File: config.mk
export PLATFORM = sky130hd
export DESIGN_NAME = srcal_seq
export DESIGN_NICKNAME = d
export VERILOG_FILES = /design/src/rtl/srcal_pkg.sv /design/src/rtl/srcal_fmeter.sv /design/src/rtl/srcal_div.sv /design/src/rtl/srcal_ctrl.sv /design/src/rtl/srcal_seq.sv
export SDC_FILE = /design/constraint.sdc
export NUM_CORES = 1
export LEC_CHECK = 0
export ABC_AREA = 1
export BUFFER_PORTS_ARGS = -buffer_cell sky130_fd_sc_hd__buf_2
export CAP_MARGIN = 20
export CORE_ASPECT_RATIO = 1.75
export CORE_MARGIN = 3
export CORE_UTILIZATION = 58
export DETAILED_ROUTE_END_ITERATION = 8
export HOLD_SLACK_MARGIN = 0.15
export PLACE_DENSITY = 0.83
export SKIP_LAST_GASP = 1
export SLEW_MARGIN = 20
export SYNTH_ARGS = -nofsm -noshare
export SYNTH_HDL_FRONTEND = slang
export SYNTH_SLANG_ARGS = --single-unit
File: constraint.sdc
create_clock -name clk_i -period 10.5 [get_ports clk_i]
set_input_delay 2.1 -clock clk_i [delete_from_list [all_inputs] [get_ports clk_i]]
set_output_delay 2.1 -clock clk_i [all_outputs]
set_load 0.02 [all_outputs]
File: src/rtl/srcal_pkg.sv
package srcal_pkg;

  typedef enum logic [3:0] {
    ST_IDLE   = 4'd0,
    ST_CALW   = 4'd1,
    ST_FRCK   = 4'd2,
    ST_LOAD   = 4'd3,
    ST_POLL   = 4'd4,
    ST_OFFM   = 4'd5,
    ST_OFFF   = 4'd6,
    ST_SETTLE = 4'd7,
    ST_DIV1   = 4'd8,
    ST_DIV1W  = 4'd9,
    ST_DIV2   = 4'd10,
    ST_DIV2W  = 4'd11,
    ST_DONE   = 4'd12
  } srcal_state_e;

endpackage

File: src/rtl/srcal_fmeter.sv
module srcal_fmeter #(
  parameter int unsigned CNT_W   = 24,
  parameter int unsigned WIN_LEN = 1024
) (
  input  logic             clk_i,
  input  logic             rst_ni,
  input  logic             ref_clk_i,
  input  logic             meas_clk_i,
  input  logic             load_i,
  input  logic             en_i,
  output logic [CNT_W-1:0] res_o
);

  // two synchronizer stages plus one history stage per input
  logic [2:0] ref_s_q, meas_s_q;
  logic       ref_edge, meas_edge;

  logic [CNT_W-1:0] win_q, win_d;
  logic [CNT_W-1:0] refc_q, refc_d;
  logic [CNT_W-1:0] measc_q, measc_d;
  logic [CNT_W-1:0] res_q, res_d;
  logic             fin_q, fin_d;
  logic [CNT_W-1:0] meas_total;
  logic             upd_en;

  always_ff @(posedge clk_i or negedge rst_ni) begin
    if (!rst_ni) begin
      ref_s_q  <= '0;
      meas_s_q <= '0;
    end else begin
      ref_s_q  <= {ref_s_q[1:0], ref_clk_i};
      meas_s_q <= {meas_s_q[1:0], meas_clk_i};
    end
  end

  assign ref_edge   = ref_s_q[1] & ~ref_s_q[2];
  assign meas_edge  = meas_s_q[1] & ~meas_s_q[2];
  assign meas_total = measc_q + CNT_W'(meas_edge);
  assign upd_en     = load_i | (en_i & ~fin_q);

  always_comb begin
    win_d   = win_q;
    refc_d  = refc_q;
    measc_d = measc_q;
    res_d   = res_q;
    fin_d   = fin_q;
    if (load_i) begin
      win_d   = CNT_W'(WIN_LEN);
      refc_d  = '0;
      measc_d = '0;
      res_d   = '0;
      fin_d   = 1'b0;
    end else begin
      measc_d = meas_total;
      if (ref_edge) begin
        if (refc_q + CNT_W'(1) >= win_q) begin
          fin_d = 1'b1;
          res_d = (meas_total == '0) ? CNT_W'(1) : meas_total;
        end else begin
          refc_d = refc_q + CNT_W'(1);
        end
      end
    end
  end

  always_ff @(posedge clk_i or negedge rst_ni) begin
    if (!rst_ni) begin
      win_q   <= '0;
      refc_q  <= '0;
      measc_q <= '0;
      res_q   <= '0;
      fin_q   <= 1'b0;
    end else if (upd_en) begin
      win_q   <= win_d;
      refc_q  <= refc_d;
      measc_q <= measc_d;
      res_q   <= res_d;
      fin_q   <= fin_d;
    end
  end

  assign res_o = res_q;

  // completion is always visible as a nonzero result
  assert_result_nonzero_R4 : assert property (@(posedge clk_i) disable iff (!rst_ni)
    $rose(fin_q) |-> (res_q != '0));

endmodule

File: src/rtl/srcal_div.sv
module srcal_div #(
  parameter int unsigned NUM_W = 20,
  parameter int unsigned DEN_W = 24
) (
  input  logic             clk_i,
  input  logic             rst_ni,
  input  logic             start_i,
  input  logic [NUM_W-1:0] num_i,
  input  logic [DEN_W-1:0] den_i,
  output logic             valid_o,
  output logic [NUM_W-1:0] quo_o
);

  localparam int unsigned CW = $clog2(NUM_W + 1);
  localparam int unsigned PW = NUM_W + DEN_W + 1;

  logic [DEN_W:0]   rem_q, rem_d;
  logic [NUM_W-1:0] quo_q, quo_d;
  logic [NUM_W-1:0] num_q, num_d;
  logic [DEN_W-1:0] den_q, den_d;
  logic [CW-1:0]    cnt_q, cnt_d;
  logic             run_q, run_d;
  logic             valid_q, valid_d;
  logic [DEN_W:0]   shifted;
  logic             fits;

  assign shifted = {rem_q[DEN_W-1:0], quo_q[NUM_W-1]};
  assign fits    = shifted >= {1'b0, den_q};

  always_comb begin
    rem_d   = rem_q;
    quo_d   = quo_q;
    num_d   = num_q;
    den_d   = den_q;
    cnt_d   = cnt_q;
    run_d   = run_q;
    valid_d = 1'b0;
    if (start_i) begin
      rem_d = '0;
      quo_d = num_i;
      num_d = num_i;
      den_d = den_i;
      cnt_d = CW'(NUM_W);
      run_d = 1'b1;
    end else if (run_q) begin
      rem_d = fits ? (shifted - {1'b0, den_q}) : shifted;
      quo_d = {quo_q[NUM_W-2:0], fits};
      cnt_d = cnt_q - CW'(1);
      if (cnt_q == CW'(1)) begin
        run_d   = 1'b0;
        valid_d = 1'b1;
      end
    end
  end

  always_ff @(posedge clk_i or negedge rst_ni) begin
    if (!rst_ni) begin
      rem_q   <= '0;
      quo_q   <= '0;
      num_q   <= '0;
      den_q   <= '0;
      cnt_q   <= '0;
      run_q   <= 1'b0;
      valid_q <= 1'b0;
    end else begin
      rem_q   <= rem_d;
      quo_q   <= quo_d;
      num_q   <= num_d;
      den_q   <= den_d;
      cnt_q   <= cnt_d;
      run_q   <= run_d;
      valid_q <= valid_d;
    end
  end

  assign valid_o = valid_q;
  assign quo_o   = quo_q;

  // a finished division satisfies quotient*divisor + remainder == dividend
  assert_div_exact_R7 : assert property (@(posedge clk_i) disable iff (!rst_ni)
    valid_q |-> (PW'(quo_q) * PW'(den_q) + PW'(rem_q) == PW'(num_q)));

endmodule

File: src/rtl/srcal_ctrl.sv
module srcal_ctrl
  import srcal_pkg::*;
#(
  parameter int unsigned CYC_PER_MS = 60000,
  parameter int unsigned POLLS      = 10,
  parameter int unsigned CNT_W      = 24,
  parameter int unsigned NUM_W      = 20,
  parameter int unsigned CODE_W     = 3,
  parameter int unsigned SR_NUM     = 819200,
  parameter int unsigned ROUND_ADD  = 500,
  parameter int unsigned ROUND_DIV  = 1000,
  parameter int unsigned FALLBACK   = 4
) (
  input  logic              clk_i,
  input  logic              rst_ni,
  input  logic              start_i,
  input  logic [CNT_W-1:0]  fm_res_i,
  input  logic              div_valid_i,
  input  logic [NUM_W-1:0]  div_quo_i,
  output logic              busy_o,
  output logic              done_o,
  output logic              cal_en_o,
  output logic              frck_en_o,
  output logic              fm_en_o,
  output logic              fm_load_o,
  output logic              div_start_o,
  output logic [NUM_W-1:0]  div_num_o,
  output logic [CNT_W-1:0]  div_den_o,
  output logic [CODE_W-1:0] code_o
);

  localparam int unsigned TMR_W  = $clog2(CYC_PER_MS + 1);
  localparam int unsigned PIDX_W = $clog2(POLLS + 1);

  srcal_state_e      state_q, state_d;
  logic [TMR_W-1:0]  tmr_q, tmr_d;
  logic [PIDX_W-1:0] pidx_q, pidx_d;
  logic [CNT_W-1:0]  cnt_q, cnt_d;
  logic [NUM_W-1:0]  q1_q, q1_d;
  logic [CODE_W-1:0] code_q, code_d;
  logic              code_en;

  always_comb begin
    state_d     = state_q;
    tmr_d       = tmr_q;
    pidx_d      = pidx_q;
    cnt_d       = cnt_q;
    q1_d        = q1_q;
    code_d      = code_q;
    code_en     = 1'b0;
    div_start_o = 1'b0;
    div_num_o   = '0;
    div_den_o   = '0;
    unique case (state_q)
      ST_IDLE: if (start_i) begin
        state_d = ST_CALW;
        tmr_d   = TMR_W'(CYC_PER_MS - 1);
      end
      ST_CALW: begin
        if (tmr_q == '0) state_d = ST_FRCK;
        else             tmr_d   = tmr_q - TMR_W'(1);
      end
      ST_FRCK: state_d = ST_LOAD;
      ST_LOAD: begin
        state_d = ST_POLL;
        tmr_d   = '0;
        pidx_d  = '0;
        cnt_d   = '0;
      end
      ST_POLL: begin
        if (tmr_q != '0) begin
          tmr_d = tmr_q - TMR_W'(1);
        end else if (pidx_q == PIDX_W'(POLLS)) begin
          state_d = ST_OFFM;
        end else if (fm_res_i != '0) begin
          state_d = ST_OFFM;
          cnt_d   = fm_res_i;
        end else begin
          pidx_d = pidx_q + PIDX_W'(1);
          tmr_d  = TMR_W'(CYC_PER_MS - 1);
        end
      end
      ST_OFFM: state_d = ST_OFFF;
      ST_OFFF: begin
        state_d = ST_SETTLE;
        tmr_d   = TMR_W'(CYC_PER_MS - 1);
      end
      ST_SETTLE: begin
        if (tmr_q != '0) begin
          tmr_d = tmr_q - TMR_W'(1);
        end else if (cnt_q == '0) begin
          state_d = ST_DONE;
          code_en = 1'b1;
          code_d  = CODE_W'(FALLBACK);
        end else begin
          state_d = ST_DIV1;
        end
      end
      ST_DIV1: begin
        div_start_o = 1'b1;
        div_num_o   = NUM_W'(SR_NUM);
        div_den_o   = cnt_q;
        state_d     = ST_DIV1W;
      end
      ST_DIV1W: if (div_valid_i) begin
        q1_d    = div_quo_i + NUM_W'(ROUND_ADD);
        state_d = ST_DIV2;
      end
      ST_DIV2: begin
        div_start_o = 1'b1;
        div_num_o   = q1_q;
        div_den_o   = CNT_W'(ROUND_DIV);
        state_d     = ST_DIV2W;
      end
      ST_DIV2W: if (div_valid_i) begin
        code_en = 1'b1;
        code_d  = div_quo_i[CODE_W-1:0];
        state_d = ST_DONE;
      end
      ST_DONE: state_d = ST_IDLE;
      default: state_d = ST_IDLE;
    endcase
  end

  always_ff @(posedge clk_i or negedge rst_ni) begin
    if (!rst_ni) begin
      state_q <= ST_IDLE;
      tmr_q   <= '0;
      pidx_q  <= '0;
      cnt_q   <= '0;
      q1_q    <= '0;
      code_q  <= CODE_W'(FALLBACK);
    end else begin
      state_q <= state_d;
      tmr_q   <= tmr_d;
      pidx_q  <= pidx_d;
      cnt_q   <= cnt_d;
      q1_q    <= q1_d;
      if (code_en) code_q <= code_d;
    end
  end

  assign busy_o    = (state_q != ST_IDLE);
  assign done_o    = (state_q == ST_DONE);
  assign cal_en_o  = (state_q inside {ST_CALW, ST_FRCK, ST_LOAD, ST_POLL, ST_OFFM, ST_OFFF});
  assign frck_en_o = (state_q inside {ST_FRCK, ST_LOAD, ST_POLL, ST_OFFM});
  assign fm_en_o   = (state_q == ST_POLL);
  assign fm_load_o = (state_q == ST_LOAD);
  assign code_o    = code_q;

  // calibration enable only rises in answer to a start pulse
  assert_cal_on_start_R2 : assert property (@(posedge clk_i) disable iff (!rst_ni)
    $rose(cal_en_o) |-> $past(start_i));

  // the measurement clock never runs without calibration enable
  assert_frck_in_cal_R6 : assert property (@(posedge clk_i) disable iff (!rst_ni)
    frck_en_o |-> cal_en_o);

  // the measurement clock drops after the meter, before the calibration enable
  assert_teardown_order_R6 : assert property (@(posedge clk_i) disable iff (!rst_ni)
    $fell(frck_en_o) |-> (cal_en_o && !fm_en_o && $past(!fm_en_o)));

  // done is a single-cycle pulse that ends the busy period
  assert_done_single_R9 : assert property (@(posedge clk_i) disable iff (!rst_ni)
    done_o |=> (!done_o && !busy_o));

  // the code does not move while idle
  assert_code_stable_R9 : assert property (@(posedge clk_i) disable iff (!rst_ni)
    (!busy_o && $past(!busy_o)) |-> $stable(code_o));

  // a start pulse while busy does not end the run early
  assert_start_ignored_R10 : assert property (@(posedge clk_i) disable iff (!rst_ni)
    (start_i && busy_o && !done_o) |=> busy_o);

endmodule

File: src/rtl/srcal_seq.sv
module srcal_seq #(
  parameter int unsigned CYC_PER_MS = 60000,
  parameter int unsigned WIN_LEN    = 1024,
  parameter int unsigned POLLS      = 10,
  parameter int unsigned CNT_W      = 24,
  parameter int unsigned CODE_W     = 3,
  parameter int unsigned SR_NUM     = 819200,
  parameter int unsigned ROUND_ADD  = 500,
  parameter int unsigned ROUND_DIV  = 1000,
  parameter int unsigned FALLBACK   = 4
) (
  input  logic              clk_i,
  input  logic              rst_ni,
  input  logic              start_i,
  input  logic              ref_clk_i,
  input  logic              meas_clk_i,
  output logic              busy_o,
  output logic              done_o,
  output logic              cal_en_o,
  output logic              frck_en_o,
  output logic [CODE_W-1:0] code_o
);

  localparam int unsigned NUM_W = $clog2(SR_NUM + ROUND_ADD + 1);

  logic [1:0]       rst_sync_q;
  logic             rst_n;
  logic             fm_en, fm_load;
  logic [CNT_W-1:0] fm_res;
  logic             div_start, div_valid;
  logic [NUM_W-1:0] div_num, div_quo;
  logic [CNT_W-1:0] div_den;

  always_ff @(posedge clk_i or negedge rst_ni) begin
    if (!rst_ni) rst_sync_q <= '0;
    else         rst_sync_q <= {rst_sync_q[0], 1'b1};
  end
  assign rst_n = rst_sync_q[1];

  srcal_ctrl #(
    .CYC_PER_MS(CYC_PER_MS), .POLLS(POLLS), .CNT_W(CNT_W), .NUM_W(NUM_W),
    .CODE_W(CODE_W), .SR_NUM(SR_NUM), .ROUND_ADD(ROUND_ADD),
    .ROUND_DIV(ROUND_DIV), .FALLBACK(FALLBACK)
  ) u_ctrl (
    .clk_i       (clk_i),
    .rst_ni      (rst_n),
    .start_i     (start_i),
    .fm_res_i    (fm_res),
    .div_valid_i (div_valid),
    .div_quo_i   (div_quo),
    .busy_o      (busy_o),
    .done_o      (done_o),
    .cal_en_o    (cal_en_o),
    .frck_en_o   (frck_en_o),
    .fm_en_o     (fm_en),
    .fm_load_o   (fm_load),
    .div_start_o (div_start),
    .div_num_o   (div_num),
    .div_den_o   (div_den),
    .code_o      (code_o)
  );

  srcal_fmeter #(.CNT_W(CNT_W), .WIN_LEN(WIN_LEN)) u_fmeter (
    .clk_i      (clk_i),
    .rst_ni     (rst_n),
    .ref_clk_i  (ref_clk_i),
    .meas_clk_i (meas_clk_i),
    .load_i     (fm_load),
    .en_i       (fm_en),
    .res_o      (fm_res)
  );

  srcal_div #(.NUM_W(NUM_W), .DEN_W(CNT_W)) u_div (
    .clk_i   (clk_i),
    .rst_ni  (rst_n),
    .start_i (div_start),
    .num_i   (div_num),
    .den_i   (div_den),
    .valid_o (div_valid),
    .quo_o   (div_quo)
  );

  // the meter only runs while the measurement clock is enabled
  assert_meter_needs_frck_R3 : assert property (@(posedge clk_i) disable iff (!rst_n)
    fm_en |-> frck_en_o);

  // the window is loaded in the cycle before the meter is first enabled
  assert_load_before_en_R3 : assert property (@(posedge clk_i) disable iff (!rst_n)
    $rose(fm_en) |-> $past(fm_load));

endmodule

## Word level (Yosys, flattened, before mapping)

Cells that the tools add are included.

- $add $sub $neg: 7
- Order comparisons: 2
- Eq/ne operators: 30
- Mux-type cells: 60
- Bitwise operators: 7
- Reductions and logical operators: 25

Operators with widths:

| kind | number |
|---|---|
| 24-bit 2-to-1 mux | 14 |
| 16-bit 2-to-1 mux | 6 |
| 16-bit case mux with 6 select lines | 1 |
| 24-bit case mux with 2 select lines | 2 |
| 24-bit logical NOT | 2 |
| 4-bit case mux with 12 select lines | 1 |
| 4-bit 2-to-1 mux | 11 |
| 20-bit 2-to-1 mux | 2 |
| 20-bit case mux with 2 select lines | 1 |
| 25-bit by 24-bit greater-or-equal comparator with 1-bit output | 1 |
| 24-bit by 1-bit adder with 24-bit output | 1 |
| 24-bit by 1-bit adder with 24-bit output (second input constant) | 1 |
| 4-bit == test (second input constant) | 6 |
| 24-bit by 11-bit greater-or-equal comparator with 1-bit output | 1 |
| 24-bit nonzero test | 1 |
| 24-bit subtractor | 1 |
| 20-bit by 9-bit adder with 20-bit output (second input constant) | 1 |
| 2-bit inequality test (second input constant) | 9 |
| 4-bit by 3-bit == test with 1-bit output (second input constant) | 4 |
| 16-bit logical NOT | 1 |
| 16-bit nonzero test | 1 |
| 16-bit by 1-bit subtractor with 16-bit output (second input constant) | 1 |
| 1-bit 2-to-1 mux | 13 |
| 3-bit 2-to-1 mux | 4 |
| 25 further kinds | 45 |

- Register bits: 228
- Bits of input ports: 5

## Logic depth before layout (Yosys ltp)

- Word-level depth: 8
- Depth in mapped cells: 20

## Cells and area by module

A second synthesis with hierarchy kept.

- Cell total of the unflattened synthesis: 2122
- Area total of the unflattened synthesis: 14440.1 um^2

Modules (own cells, without submodules):

| module | instances | cells each | area an instance (um^2) | sequential area each (um^2) |
|---|---|---|---|---|
| srcal_div | 1 | 746 | 5121.2 | 1876.8 |
| srcal_fmeter | 1 | 681 | 4708.3 | 2001.9 |
| srcal_ctrl | 1 | 692 | 4556.9 | 1778.0 |
| srcal_seq | 1 | 3 | 53.8 | 50.0 |

## Worst setup path after synthesis

Ideal clock, no wire load.

- Kind: register to output
- Start: reg u_ctrl.state_q[2]
- End: out cal_en_o
- Arrival: 1.185 ns
- Required time: 8.400 ns
- Slack: 7.215 ns
- Cell stages (with the launch flop): 7
- Cell sequence: dfrtp_1 -> nor2_1 -> inv_1 -> nor2_1 -> inv_1 -> buf_2 -> nand3_1

- Word-level cells in the longest chain between the ends: 2
- Elaborated cells on any way between the ends: 7
- Classes of those cells: 6 x eq/ne; 1 x reduce/logical

Ends and longest elaborated chain:

| element | line | text |
|---|---|---|
| from (decl) | srcal_ctrl.sv:35 | `srcal_state_e state_q, state_d;` |
| from (signal assigned) | srcal_ctrl.sv:134 | `state_q <= state_d;` |
| 4-bit by 1-bit == test with 1-bit output, or another cell as far along | srcal_ctrl.sv:145 | `assign cal_en_o = (state_q inside {ST_CALW, ST_FRCK, ST_LOAD, ST_POLL, ST_OFFM, ST_OFFF});` |
| 6-bit nonzero test (*) | srcal_ctrl.sv:145 |  |
| to (decl) | srcal_seq.sv:19 | `output logic cal_en_o,` |

Every way passes the cells marked *; elsewhere a longest branch is shown, timed or not.

## Final worst setup path

Same ends and word-level chain as after synthesis.

==> results by group <==
Global route
  – Vias in the first global route: 11,900
  – Gr usage total: 27.3%
  – Total grt overflow: 0
  – Global-route wire length before repair: 55,500 um
  – Initial antenna violation count: 0
  – Largest net degree at the start of global routing: 68

STA
  – Setup TNS: 0 ps
  – Slew Limit Fails: 0
  – Hold Fails Final Rpt: 0
  – Slew headroom: 31.2%
  – Hold WS: 341 ps
  – Tmin final: 4510 ps
  – Fin crit share: 42.9%
  – RSZ-0062 raised after global routing: no
  – Setup Skew: 8.92 ps
  – Worst Tran Pin Value: 1030 ps
  – # setup viols final: 0
  – F_max: 222 MHz

Layout
  – Ant. Diodes: 0
  – Final core utilization: 63.9%
  – Share of cells above drive strength 1: 5.67%
  – Design Area, Final: 14,200 um^2
  – Final Non-Filler Cells: 2,113
  – Fin nets: 1,841
  – Synthesis-to-layout area growth: 7.88%

Floorplanning
  – Die H: 205 um
  – Initial core utilization: 59.3%
  – Core Region: 22,300 um^2
  – Die width: 120 um
  – Die Area: 24,700 um^2
  – I/O pin count: 12
  – Row count: 72

Worst setup path
  – Crit path from: u_ctrl.state_q[2]$_DFFE_PN0P_
  – Crit path arrival time: 2410 ps
  – Worst setup EP type: output pin
  – Worst-path fanout max: 29
  – Slowest stage delay, CP: 420 ps
  – CP startpoint kind: register
  – Worst Path Required: 8400 ps
  – CP cell instances: nor2_1, inv_1, nor2_2, buf_4, inv_1, nand3_1, buf_2
  – Worst path most repeated cell: inv_1
  – CP Class: reg2out
  – Critical Path Slowest Stage Cell: dfrtp_1
  – Worst Setup EP: cal_en_o
  – RR Endpoint: u_div.quo_o[17]$_DFFE_PN0P_
  – Reg2Reg Depth: 9
  – Reg2reg setup slack: 7000 ps
  – Reg-to-Reg Start: u_ctrl.state_q[3]$_DFFE_PN0P_

Drt
  – Residual DRC: 0
  – Detailed Routing Iterations Pass 1: 5
  – Vias per inst: 5.63
  – Detailed Route WL: 33,200 um
  – Vias post-DR: 11,900
  – Iter 0 DRT Violations: 720
  – Final ANT Viol Nets: 0
  – Routed len/inst: 15.7 um

Pwr
  – Leakage: 0.00692 uW
  – PD cells: 308 nW/um^2
  – Max VDD drop: 159 uV

Yosys
  – FF+latch count, synth: 228
  – Top cells by count, synth: 516 x nand2_1, 240 x inv_1, 227 x dfrtp_1
  – Syn_area_per_cell: 7.29 um^2
  – Top-count cell post-synth: nand2_1
  – Sequential share of the synthesized area: 43.3%
  – Post-synth ARST share: 100%
  – Mapped Cells: 1,809
  – Number of library cell types mapped by synthesis: 44
  – Main synth FF type: dfrtp_1
  – Mapped cell area: 13,200 um^2
  – Post-synth top area share: 43.1%
  – Largest cells by area after synthesis: dfrtp_1 43%, nand2_1 15%, inv_1 6.8%
  – Number of flops mapped to enable cells by yosys: 0
  – Mapped Nets: 1,850
  – Area leader, netlist: dfrtp_1
  – Syn. warnings: 0

Place
  – Port-buffer cells: 11
  – Detail Placement HPWL: 24,100 um
  – RePlAce Congestion: 0.985
  – Cell Area, Placed: 13,400 um^2
  – Inst Count DP: 2,071

Clocking
  – CTS Buf Count: 23
  – Post-CTS Resized: 0
  – CTS Buffer Depth: 3
  – Clk_lat worst skew: 530 ps
  – H-tree depth: 1
  – CTS root buffer: clkbuf_16
  – CTS Sinks: 228
  – Setup Fix Bufs, Post-CTS: 0
  – Clock input transition at the sequential cells of the worst setup and hold paths: 60 ps
  – # hold bufs at CTS: 0
  – CTS tree: done

Run
  – MaxCap Viol Count: 0

Hold path
  – Worst Hold Class: reg2async

Outcome
  – Status: finished, final reports clean
sequential cells by signal, indices dropped and copies added, names as in the netlist, 2 cells and up:
signal             count
u_ctrl.code_o          3
u_div.den_q           24
u_fmeter.refc_q       24
u_div.quo_o           20
u_fmeter.res_o        24
u_div.cnt_q            5
u_fmeter.ref_s_q       3
u_ctrl.cnt_q          24
u_ctrl.pidx_q          4
rst_sync_q             2
u_ctrl.tmr_q          16
u_fmeter.meas_s_q      3
u_div.rem_q           24
u_ctrl.state_q         4
u_fmeter.measc_q      24
u_ctrl.q1_q           20
cells by family after synthesis:
logic type	share of synthesized area, %
flip-flops	43.3
buffers and inverters	8.89
AO/OA/AOI/OAI	11.8
adder cells (fa/ha/maj)	3.47
AND/OR/NAND/NOR	30.0
XOR/XNOR	2.59
other	0.0284
power breakdown:
part,leakage [uW],internal [uW],switching (uW)
registers,0.00292,1160,216
clock network,0.000391,515,351
logic,0.00360,723,1420
total,0.00692,2400,1990
critical path, delay by kind of cell, from the launching register on:
family	cells	cell delay [ps]
DFF	1	420
buffers and inverters	4	940
and+or+nand+nor	3	510
layer usage:
metal	GRT usage (%)	share of wire (%)
met5	0	0
met4	16.4	5.8
met2	53.0	54
met1	28.1	36
met3	2.12	3.7
per-stage QoR:
| step | total power [uW] | worst slack (ps) |
|---|---|---|
| 6_report | 4380 | 5990 |
| 4_1_cts | 4380 | 6010 |
| 5_1_grt | 4750 | 5830 |
| 3_5_place_dp | 3490 | 6590 |
| 2_1_floorplan | 3000 | 3680 |
| 3_3_place_gp | 3410 | 6650 |
worst min path at each step:
stage / depth (start not counted) / from / to / slack (ps)
2_1_floorplan: 0 / rst_sync_q[0]$_DFF_PN0_ / rst_sync_q[1]$_DFF_PN0_ / 330
6_report: 0 / rst_sync_q[1]$_DFF_PN0_ / u_div.rem_q[21]$_DFFE_PN0P_ / 340
4_1_cts: 0 / u_fmeter.ref_s_q[0]$_DFF_PN0_ / u_fmeter.ref_s_q[1]$_DFF_PN0_ / 360
5_1_grt: 0 / rst_sync_q[0]$_DFF_PN0_ / rst_sync_q[1]$_DFF_PN0_ / 370
3_5_place_dp: 0 / u_fmeter.ref_s_q[0]$_DFF_PN0_ / u_fmeter.ref_s_q[1]$_DFF_PN0_ / 340
3_3_place_gp: 0 / u_fmeter.meas_s_q[0]$_DFF_PN0_ / u_fmeter.meas_s_q[1]$_DFF_PN0_ / 330
layout by cell type (no fill, tap or decap), types with 2 or more instances in the layout:
master / Yosys / routed
a22oi_1: 11 / 11
a21oi_1: 59 / 59
nor3_1: 13 / 13
clkbuf_8: 0 / 5
o21ai_1: 7 / 7
xor2_1: 24 / 24
nor2_2: 17 / 19
inv_2: 5 / 5
a21o_1: 6 / 6
clkinv_2: 0 / 3
inv_1: 240 / 240
dfrtp_1: 227 / 226
o21bai_1: 4 / 4
clkbuf_16: 0 / 23
o221ai_1: 3 / 3
nand2_2: 6 / 6
xnor2_1: 15 / 15
ha_1: 35 / 35
o22ai_1: 41 / 41
nor4_1: 9 / 9
bufinv_16: 0 / 3
buf_2: 13 / 11
clkinv_4: 0 / 2
nor2_4: 8 / 8
nor2_1: 159 / 157
nand4_1: 39 / 39
nand2_1: 516 / 516
o21a_1: 4 / 4
buf_4: 1 / 7
clkinv_1: 2 / 2
nand3_1: 147 / 147
or2_2: 3 / 3
clkbuf_1: 31 / 4
o21ai_0: 144 / 144
final cells by class:
class                   instances  area [um^2]
inverters                     247          927
well taps                     296          370
clock inverters                10          139
flip-flops and latches        228         5710
repair buffers                 18          108
clock buffers                  32          659
fillers                      1873         8020
multi-input cells            1282         6310
(Power assumes the default switching activity.)
